File: src/rtl/irq_pkg.sv
package irq_pkg;
    typedef enum logic [1:0] {
        ST_IDLE  = 2'd0,
        ST_WRITE = 2'd1,
        ST_READ  = 2'd2
    } bus_st_t;

    // subaddress map; pending reads and enable writes use different addresses
    localparam int SA_PEND_HI = 0;
    localparam int SA_PEND_LO = 1;
    localparam int SA_EN_HI   = 4;
    localparam int SA_EN_LO   = 5;

    localparam int REG_W   = 16;
    localparam int BIT_RDY = 15;
    localparam int BIT_ERR = 14;
    localparam int LO_MSB  = 7;
endpackage

File: src/rtl/irq_edge_sync.sv
module irq_edge_sync #(
    parameter int W      = 16,
    parameter int STAGES = 2
) (
    input  logic         clk,
    input  logic         rst,
    input  logic [W-1:0] raw,
    output logic [W-1:0] rise
);
    logic [STAGES-1:0][W-1:0] chain_q;
    logic [W-1:0]             last_q;

    always_ff @(posedge clk) begin
        if (rst) begin
            chain_q <= '0;
            last_q  <= '0;
        end else begin
            chain_q[0] <= raw;
            for (int i = 1; i < STAGES; i++) begin
                chain_q[i] <= chain_q[i-1];
            end
            last_q <= chain_q[STAGES-1];
        end
    end

    assign rise = chain_q[STAGES-1] & ~last_q;
endmodule

File: src/rtl/irq_bus_fsm.sv
module irq_bus_fsm
    import irq_pkg::*;
#(
    parameter int ADDR_W = 3
) (
    input  logic              clk,
    input  logic              rst,
    input  logic              stb,
    input  logic              we,
    input  logic [ADDR_W-1:0] addr,
    input  logic [7:0]        wdata,
    output bus_st_t           state,
    output logic [ADDR_W-1:0] cmd_addr,
    output logic [7:0]        cmd_data,
    output logic              wr_hi,
    output logic              wr_lo,
    output logic              rd_hi,
    output logic              rd_lo
);
    bus_st_t state_n;

    always_comb begin
        unique case ({stb, we})
            2'b11:   state_n = ST_WRITE;
            2'b10:   state_n = ST_READ;
            default: state_n = ST_IDLE;
        endcase
    end

    always_ff @(posedge clk) begin
        if (rst) begin
            state    <= ST_IDLE;
            cmd_addr <= '0;
            cmd_data <= '0;
        end else begin
            state <= state_n;
            if (stb) begin
                cmd_addr <= addr;
                cmd_data <= wdata;
            end
        end
    end

    always_comb begin
        wr_hi = 1'b0;
        wr_lo = 1'b0;
        rd_hi = 1'b0;
        rd_lo = 1'b0;
        unique case (state)
            ST_WRITE: begin
                wr_hi = (cmd_addr == ADDR_W'(SA_EN_HI));
                wr_lo = (cmd_addr == ADDR_W'(SA_EN_LO));
            end
            ST_READ: begin
                rd_hi = (cmd_addr == ADDR_W'(SA_PEND_HI));
                rd_lo = (cmd_addr == ADDR_W'(SA_PEND_LO));
            end
            default: ;
        endcase
    end
endmodule

File: src/rtl/irq_collect.sv
module irq_collect
    import irq_pkg::*;
#(
    parameter int N_CNT       = 5,
    parameter int N_GATE      = 3,
    parameter int SYNC_STAGES = 2,
    parameter int ADDR_W      = 3
) (
    input  logic              clk,
    input  logic              rst,
    input  logic [N_CNT-1:0]  cnt_out,
    input  logic [N_GATE-1:0] gate_in,
    input  logic              err_evt,
    input  logic              rdy_evt,
    input  logic              bus_stb,
    input  logic              bus_we,
    input  logic [ADDR_W-1:0] bus_addr,
    input  logic [7:0]        bus_wdata,
    output logic [7:0]        bus_rdata,
    output logic              irq_group,
    output logic              irq_system
);
    localparam int GATE_MSB = LO_MSB - N_CNT;
    localparam int UNUSED_W = BIT_ERR - 8;

    logic [REG_W-1:0]  raw_vec;
    logic [REG_W-1:0]  rise_vec;
    logic [REG_W-1:0]  status_q;
    logic [REG_W-1:0]  mask_q;
    logic [REG_W-1:0]  clr_vec;
    bus_st_t           fsm_state;
    logic [ADDR_W-1:0] cmd_addr;
    logic [7:0]        cmd_data;
    logic              wr_hi, wr_lo, rd_hi, rd_lo;

    // source placement: counter 1 at bit 7 downward, gates after the counters
    for (genvar i = 0; i < N_CNT; i++) begin : g_cnt
        assign raw_vec[LO_MSB-i] = cnt_out[i];
    end
    for (genvar j = 0; j < N_GATE; j++) begin : g_gate
        assign raw_vec[GATE_MSB-j] = gate_in[j];
    end
    assign raw_vec[BIT_RDY]    = rdy_evt;
    assign raw_vec[BIT_ERR]    = err_evt;
    assign raw_vec[BIT_ERR-1:8] = '0;

    irq_edge_sync #(
        .W      (REG_W),
        .STAGES (SYNC_STAGES)
    ) u_edge (
        .clk  (clk),
        .rst  (rst),
        .raw  (raw_vec),
        .rise (rise_vec)
    );

    irq_bus_fsm #(
        .ADDR_W (ADDR_W)
    ) u_fsm (
        .clk      (clk),
        .rst      (rst),
        .stb      (bus_stb),
        .we       (bus_we),
        .addr     (bus_addr),
        .wdata    (bus_wdata),
        .state    (fsm_state),
        .cmd_addr (cmd_addr),
        .cmd_data (cmd_data),
        .wr_hi    (wr_hi),
        .wr_lo    (wr_lo),
        .rd_hi    (rd_hi),
        .rd_lo    (rd_lo)
    );

    always_comb begin
        clr_vec = '0;
        if (rd_hi) clr_vec[15:8] = status_q[15:8];
        if (rd_lo) clr_vec[7:0]  = status_q[7:0];
    end

    // pending bits: clear what was returned, then set new events on top
    always_ff @(posedge clk) begin
        if (rst) status_q <= '0;
        else     status_q <= (status_q & ~clr_vec) | rise_vec;
    end

    always_ff @(posedge clk) begin
        if (rst) begin
            mask_q <= '0;
        end else begin
            if (wr_hi) mask_q[15:8] <= {cmd_data[7:6], {UNUSED_W{1'b0}}};
            if (wr_lo) mask_q[7:0]  <= cmd_data;
        end
    end

    always_ff @(posedge clk) begin
        if (rst) begin
            bus_rdata <= '0;
        end else if (fsm_state == ST_READ) begin
            bus_rdata <= rd_hi ? status_q[15:8] :
                         rd_lo ? status_q[7:0]  : 8'h00;
        end
    end

    assign irq_group  = |(status_q & mask_q);
    assign irq_system = irq_group;
endmodule

File: config.mk
export PLATFORM = sky130hd
export DESIGN_NAME = irq_collect
export DESIGN_NICKNAME = d
export VERILOG_FILES = /design/src/rtl/irq_pkg.sv /design/src/rtl/irq_edge_sync.sv /design/src/rtl/irq_bus_fsm.sv /design/src/rtl/irq_collect.sv
export SDC_FILE = /design/constraint.sdc
export NUM_CORES = 1
export LEC_CHECK = 0
export BUFFER_PORTS_ARGS = -buffer_cell sky130_fd_sc_hd__buf_2
export CAP_MARGIN = 40
export CORE_UTILIZATION = 55
export DETAILED_ROUTE_END_ITERATION = 7
export PLACE_DENSITY = 0.79
export SLEW_MARGIN = 20
export SYNTH_ARGS = -nofsm -noshare
export SYNTH_HDL_FRONTEND = slang
export SYNTH_SLANG_ARGS = --single-unit
File: constraint.sdc
create_clock -name clk -period 1.85 [get_ports clk]
set_input_delay 0.4625 -clock clk [delete_from_list [all_inputs] [get_ports clk]]
set_output_delay 0.4625 -clock clk [all_outputs]
set_load 0.05 [all_outputs]
* After elaboration in Yosys (flattened, before gate mapping)
Index checks and enable logic that the tools add are counted. Widths: inputs -> output; s select.
Operators by class: equality and inequality tests 7, mux-type cells 8, bitwise gates (word level) 6, reduce and logical (&&, ||, !) cells 2
Operators by type and width (number):
- $and 16x16->16 | 3
- $not 16->16 | 2
- $mux 8 | 3
- $or 16x16->16 | 1
- $reduce_or 16->1 | 1
- $eq 2x2->1 const B | 3
- $eq 3x3->1 const B | 2
- $mux 1 | 4
- $pmux 2 s2 | 1
- $eq 3x1->1 const B | 1
- $logic_not 3->1 | 1
- $eq 2x1->1 const B | 1
Word-level totals: bits in registers 95, input bits 25, output and inout bits 10, logic and storage cells 34

* Logic depth before layout (Yosys ltp)
depth after elaboration 6, depth in mapped cells 5, gate-level depth less buffers 3

* Modules after synthesis
From an unflattened synthesis, not the netlist that was laid out.
Second synthesis, totals: cell total of the unflattened synthesis 296, area, all modules 3154.3 um2
By module, submodules not included:
- irq_edge_sync | instances 1, cells an instance 117, area each 1405.1 um2
- irq_collect | instances 1, cells an instance 132, area each 1244.9 um2
- irq_bus_fsm | instances 1, cells an instance 47, area each 504.2 um2

* Worst setup path after synthesis
OpenSTA, ideal clock, no wires.
path type register -> output, start register status_q[6], end output port irq_system, arrival time 1.662 ns, required time 1.387 ns, slack -0.274 ns, cell stages (with the launch flop) 5, path buffers 1, path through dfxtp_1 a22o_1 a221oi_1 nand4_1 buf_4
Between the ends: cells in the longest elaborated chain, start to end 2
RTL lines:
- start, declared | RTL line irq_collect.sv:28 | logic [REG_W-1:0] status_q;
- start signal, assigned | RTL line irq_collect.sv:84 | else status_q <= (status_q & ~clr_vec) | rise_vec;
- $and 16x16->16 | RTL line irq_collect.sv:105 | assign irq_group = |(status_q & mask_q);
- $reduce_or 16->1 | RTL line irq_collect.sv:105
- end, declared | RTL line irq_collect.sv:21 | output logic irq_system
Every way passes these cells.

* Worst setup path in the final report
Same ends and word-level chain as after synthesis.

==> results.txt <==
- Result of the run: finished with violations
- The final reports fail on design-rule violations, negative setup slack.
- Hold Crit Class: primary input to register
* # DRC: 4
- Dividing the final minimum period by the clock period gives 105%.
* Total power divided by cell area: 999 mW/mm²
- No sink is reached through more buffers than the 2 on the longest clock path.
- At the end of the flow, the number of nets in the layout was 307.
* Level count of the clock H-tree: 3
- Counting every instance in the synthesized netlist gives 249.
- For this run, the register share of the synthesized area comes to 59.3%.
- Endpoint type of the worst setup path: output pin
- Crit path max-delay cell type: dfxtp_1
- Timing would allow up to 516 MHz.
* Layout area overhead: 13.9%
- Port buffering added 34 buffers.
- Largest voltage drop on the vdd net: 0.534 mV
* Final non-filler cell total: 334
- Via density per instance: 5.26
- Traced cell by cell, the critical path runs through a22o_1 -> a221oi_2 -> nand4_1 -> buf_4.
* Maxcap violations: 0
- Fill cells: 366
- Measured against its own limit, the worst slew margin works out to 49.9%.
- Among all flip-flop cells after synthesis, the most frequent one is dfxtp_1.
- For the worst setup path, the data arrival time is 1.47 ns.
- First-pass GRT wire length: 7230 µm
- In the final layout, the share of cells above drive strength 1 is 20.6%.
* Final setup vio count: 2
* Peak fanout along the critical path: 3
* WP buf/inv: 1
- The clock reaches the later pin of the worst-skew pair after 0.33 ns.
- Summed over all layers, the routed wires come to 4300 µm.
* Vias post-DR: 1,758
* Critical path launch point type: register
- For the pin with the worst max-slew slack, the measured transition is around 0.75 ns.
- Summed over all layers, the global routing overflow is 0.
- Biggest area contributors in the synthesized netlist: dfxtp_1 (59%), mux2i_1 (8.1%), nor2b_1 (7.5%)
* Proportion of synthesized flip-flops having asynchronous set or reset: 0%
* Kind of cell with the highest combined delay on the critical path: compound AO/OA/AOI/OAI gates
- Clock skew on the completed layout was measured at around 0.0076 ns.
- Once detail routing completed, the nets flagged for antenna violations numbered 0.
- Utilization of the core after routing: between 60% and 70%
- The synthesized design contains 0 enable-type register cells.
- Largest area contributor in the synthesized netlist: dfxtp_1
- Detailed-placement wirelength estimate: 2950 µm
- Routability-driven placement finished with a final weighted congestion of 0.825.
- 35 I/O pins were placed.
- The share of synthesized area in the top cell type comes to a little under 60%.
- Die Footprint: around 0.005 mm²
* Clock root buffer: clkbuf_8
* Count of synthesis-stage warnings from yosys: 0
- For this run, the slowest stage of the critical path takes 0.34 ns.
- Number of hold violations in the final report: 0
- Across all register-to-register paths, the minimum setup slack is 0.25 ns.
- Measured along the y axis, the die boundary spans 70.7 µm.
* Global Route Usage Sum: 19.0%
* TritonCTS clock tree: built
- The number of antenna diodes in the final layout is 0.
- Clock-pin slew was measured on the worst setup and hold paths at roughly 0.070 ns.
- STA puts the critical path data required time at 1.39 ns.
* Type of the worst setup path: register to output pin
* Number of placed cells counting well taps: 323
- The initial antenna violation count was 0.
- Static power due to leakage: 1.22 nW
- For this design, the sink count on the clock tree is just under 80.
* Most instantiated cells after synthesis: dfxtp_1 (77), nor2b_1 (31), mux2i_1 (21)
- In the post-route analysis, the smallest setup slack over all paths is -0.0872 ns.
- Mapped Nets: 274
- Synthesis-stage register bit count: 77
* Syn avg cell area: 10.4 µm²
- Syn Std Cell Area: 0.00260 mm²
- Hold buffers post-CTS: 0
- Among all cell types in the netlist, the one instantiated most often is dfxtp_1.
* Setup repair after global routing missed its margin: true
* Standard-cell row count: 24
- The region available for standard cell placement spans 0.00444 mm².
* DR pass1 iterations: 6
- Routed len/inst: about 13 µm
- Hold slack final: 0.291 ns
- The via count of the first global-routing pass was 1,576.
- Once the floorplan was initialized, standard cells occupied 58.5% of the core.
- Die X-Extent: 70.7 µm
- In this run, CTS created clock tree buffers numbering 9.
- Starting DRT DRC Count: 114
- The max-slew violation count is 0.
* Final Critical Period: 1.94 ns
* Maximum number of pins on one net before global-route repair: 59
- Number of library cell types mapped by synthesis: 28
## through the flow
| step | TNS (ns) | power [mW] | setup slack (ns) | instance area, µm² |
|---|---|---|---|---|
| global route | -0.351 | 3.07 | -0.176 | 2960 |
| CTS | -0.203 | 2.98 | -0.102 | 2960 |
| floorplan | -0.195 | 1.93 | -0.195 | 2610 |
| detailed placement | 0 | 2.00 | 0.258 | 2810 |
| global placement | 0 | 1.99 | 0.281 | 2810 |
| finish | -0.173 | 2.96 | -0.0872 | 2960 |
## repair_timing
item | CTS | global route
cloned | 0 | 0
setup buffers | 0 | 0
setup endpoints to repair | 2 | 2
resized for setup | 2 | 0
## sequential cells by signal (all words and copies together), names as in the netlist
register and flops:
u_edge.chain_q 20, status_q 16, mask_q 10, u_edge.last_q 10, bus_rdata 8, u_fsm.cmd_data 8, u_fsm.cmd_addr 3, u_fsm.state 2
## final cells by class
cell class              count  area [µm²]  share of cell area [%]
inverters                   3        11.3                   0.381
clock buffers              11         141                    4.78
multi-input cells         154         990                    33.4
flip-flops and latches     77        1540                    52.1
repair buffers             37         210                    7.10
well taps                  52        65.1                    2.20
## per-layer routing
layer / up-vias / routed length (µm) / track usage (%)
met5: - / 0 / 0
met4: 0 / 65 / 8.67
met3: 8 / 191 / 6.41
met2: 39 / 1970 / 29.0
met1: 811 / 2080 / 24.5
li1: 900 / - / -
## layout by cell type, fill, tap and decap left out, drive strengths merged
cell type | synthesis | routed
a21oi | 8 | 8
a221oi | 9 | 9
a22o | 3 | 3
a22oi | 3 | 3
and2 | 6 | 6
and3 | 1 | 1
buf | 7 | 37
clkbuf | 8 | 11
dfxtp | 77 | 77
inv | 3 | 3
mux2i | 21 | 21
nand2 | 18 | 18
nand2b | 10 | 10
nand3b | 1 | 1
nand4 | 1 | 1
nor2 | 20 | 20
nor2b | 31 | 31
nor3 | 9 | 9
nor3b | 2 | 2
o21ai | 8 | 8
o31a | 1 | 1
or3 | 1 | 1
or3b | 1 | 1
## power breakdown
| group | total, mW | switching, mW | internal (mW) |
|---|---|---|---|
| combinational | 0.204 | 0.120 | 0.0843 |
| clock | 0.999 | 0.512 | 0.487 |
| sequential | 1.75 | 0.0341 | 1.72 |
## final timing paths
path / from / endpoint / cells past startpoint
max: status_q[6] / irq_system / 4
min: bus_we / u_fsm.state[1] / 2
max reg2reg: u_fsm.cmd_addr[2] / status_q[15] / 3
min reg2reg: u_edge.chain_q[14] / u_edge.chain_q[30] / 1
## worst register-to-register path: stages, from the launching register on
cell and delay, ns:
dfxtp_1 0.36, or3b_1 0.54, o31a_4 0.37, a22o_1 0.23
## cells by family (layout without fill, tap and decap cells)
family,Yosys count,after routing,synth area share (%)
AND/OR/NAND/NOR,101,101,21.0
flip-flops,77,77,59.3
AO/OA/AOI/OAI,32,32,8.71
multiplexers,21,21,8.09
buffers and inverters,18,51,2.84
Power figures use the tool's default switching activity.
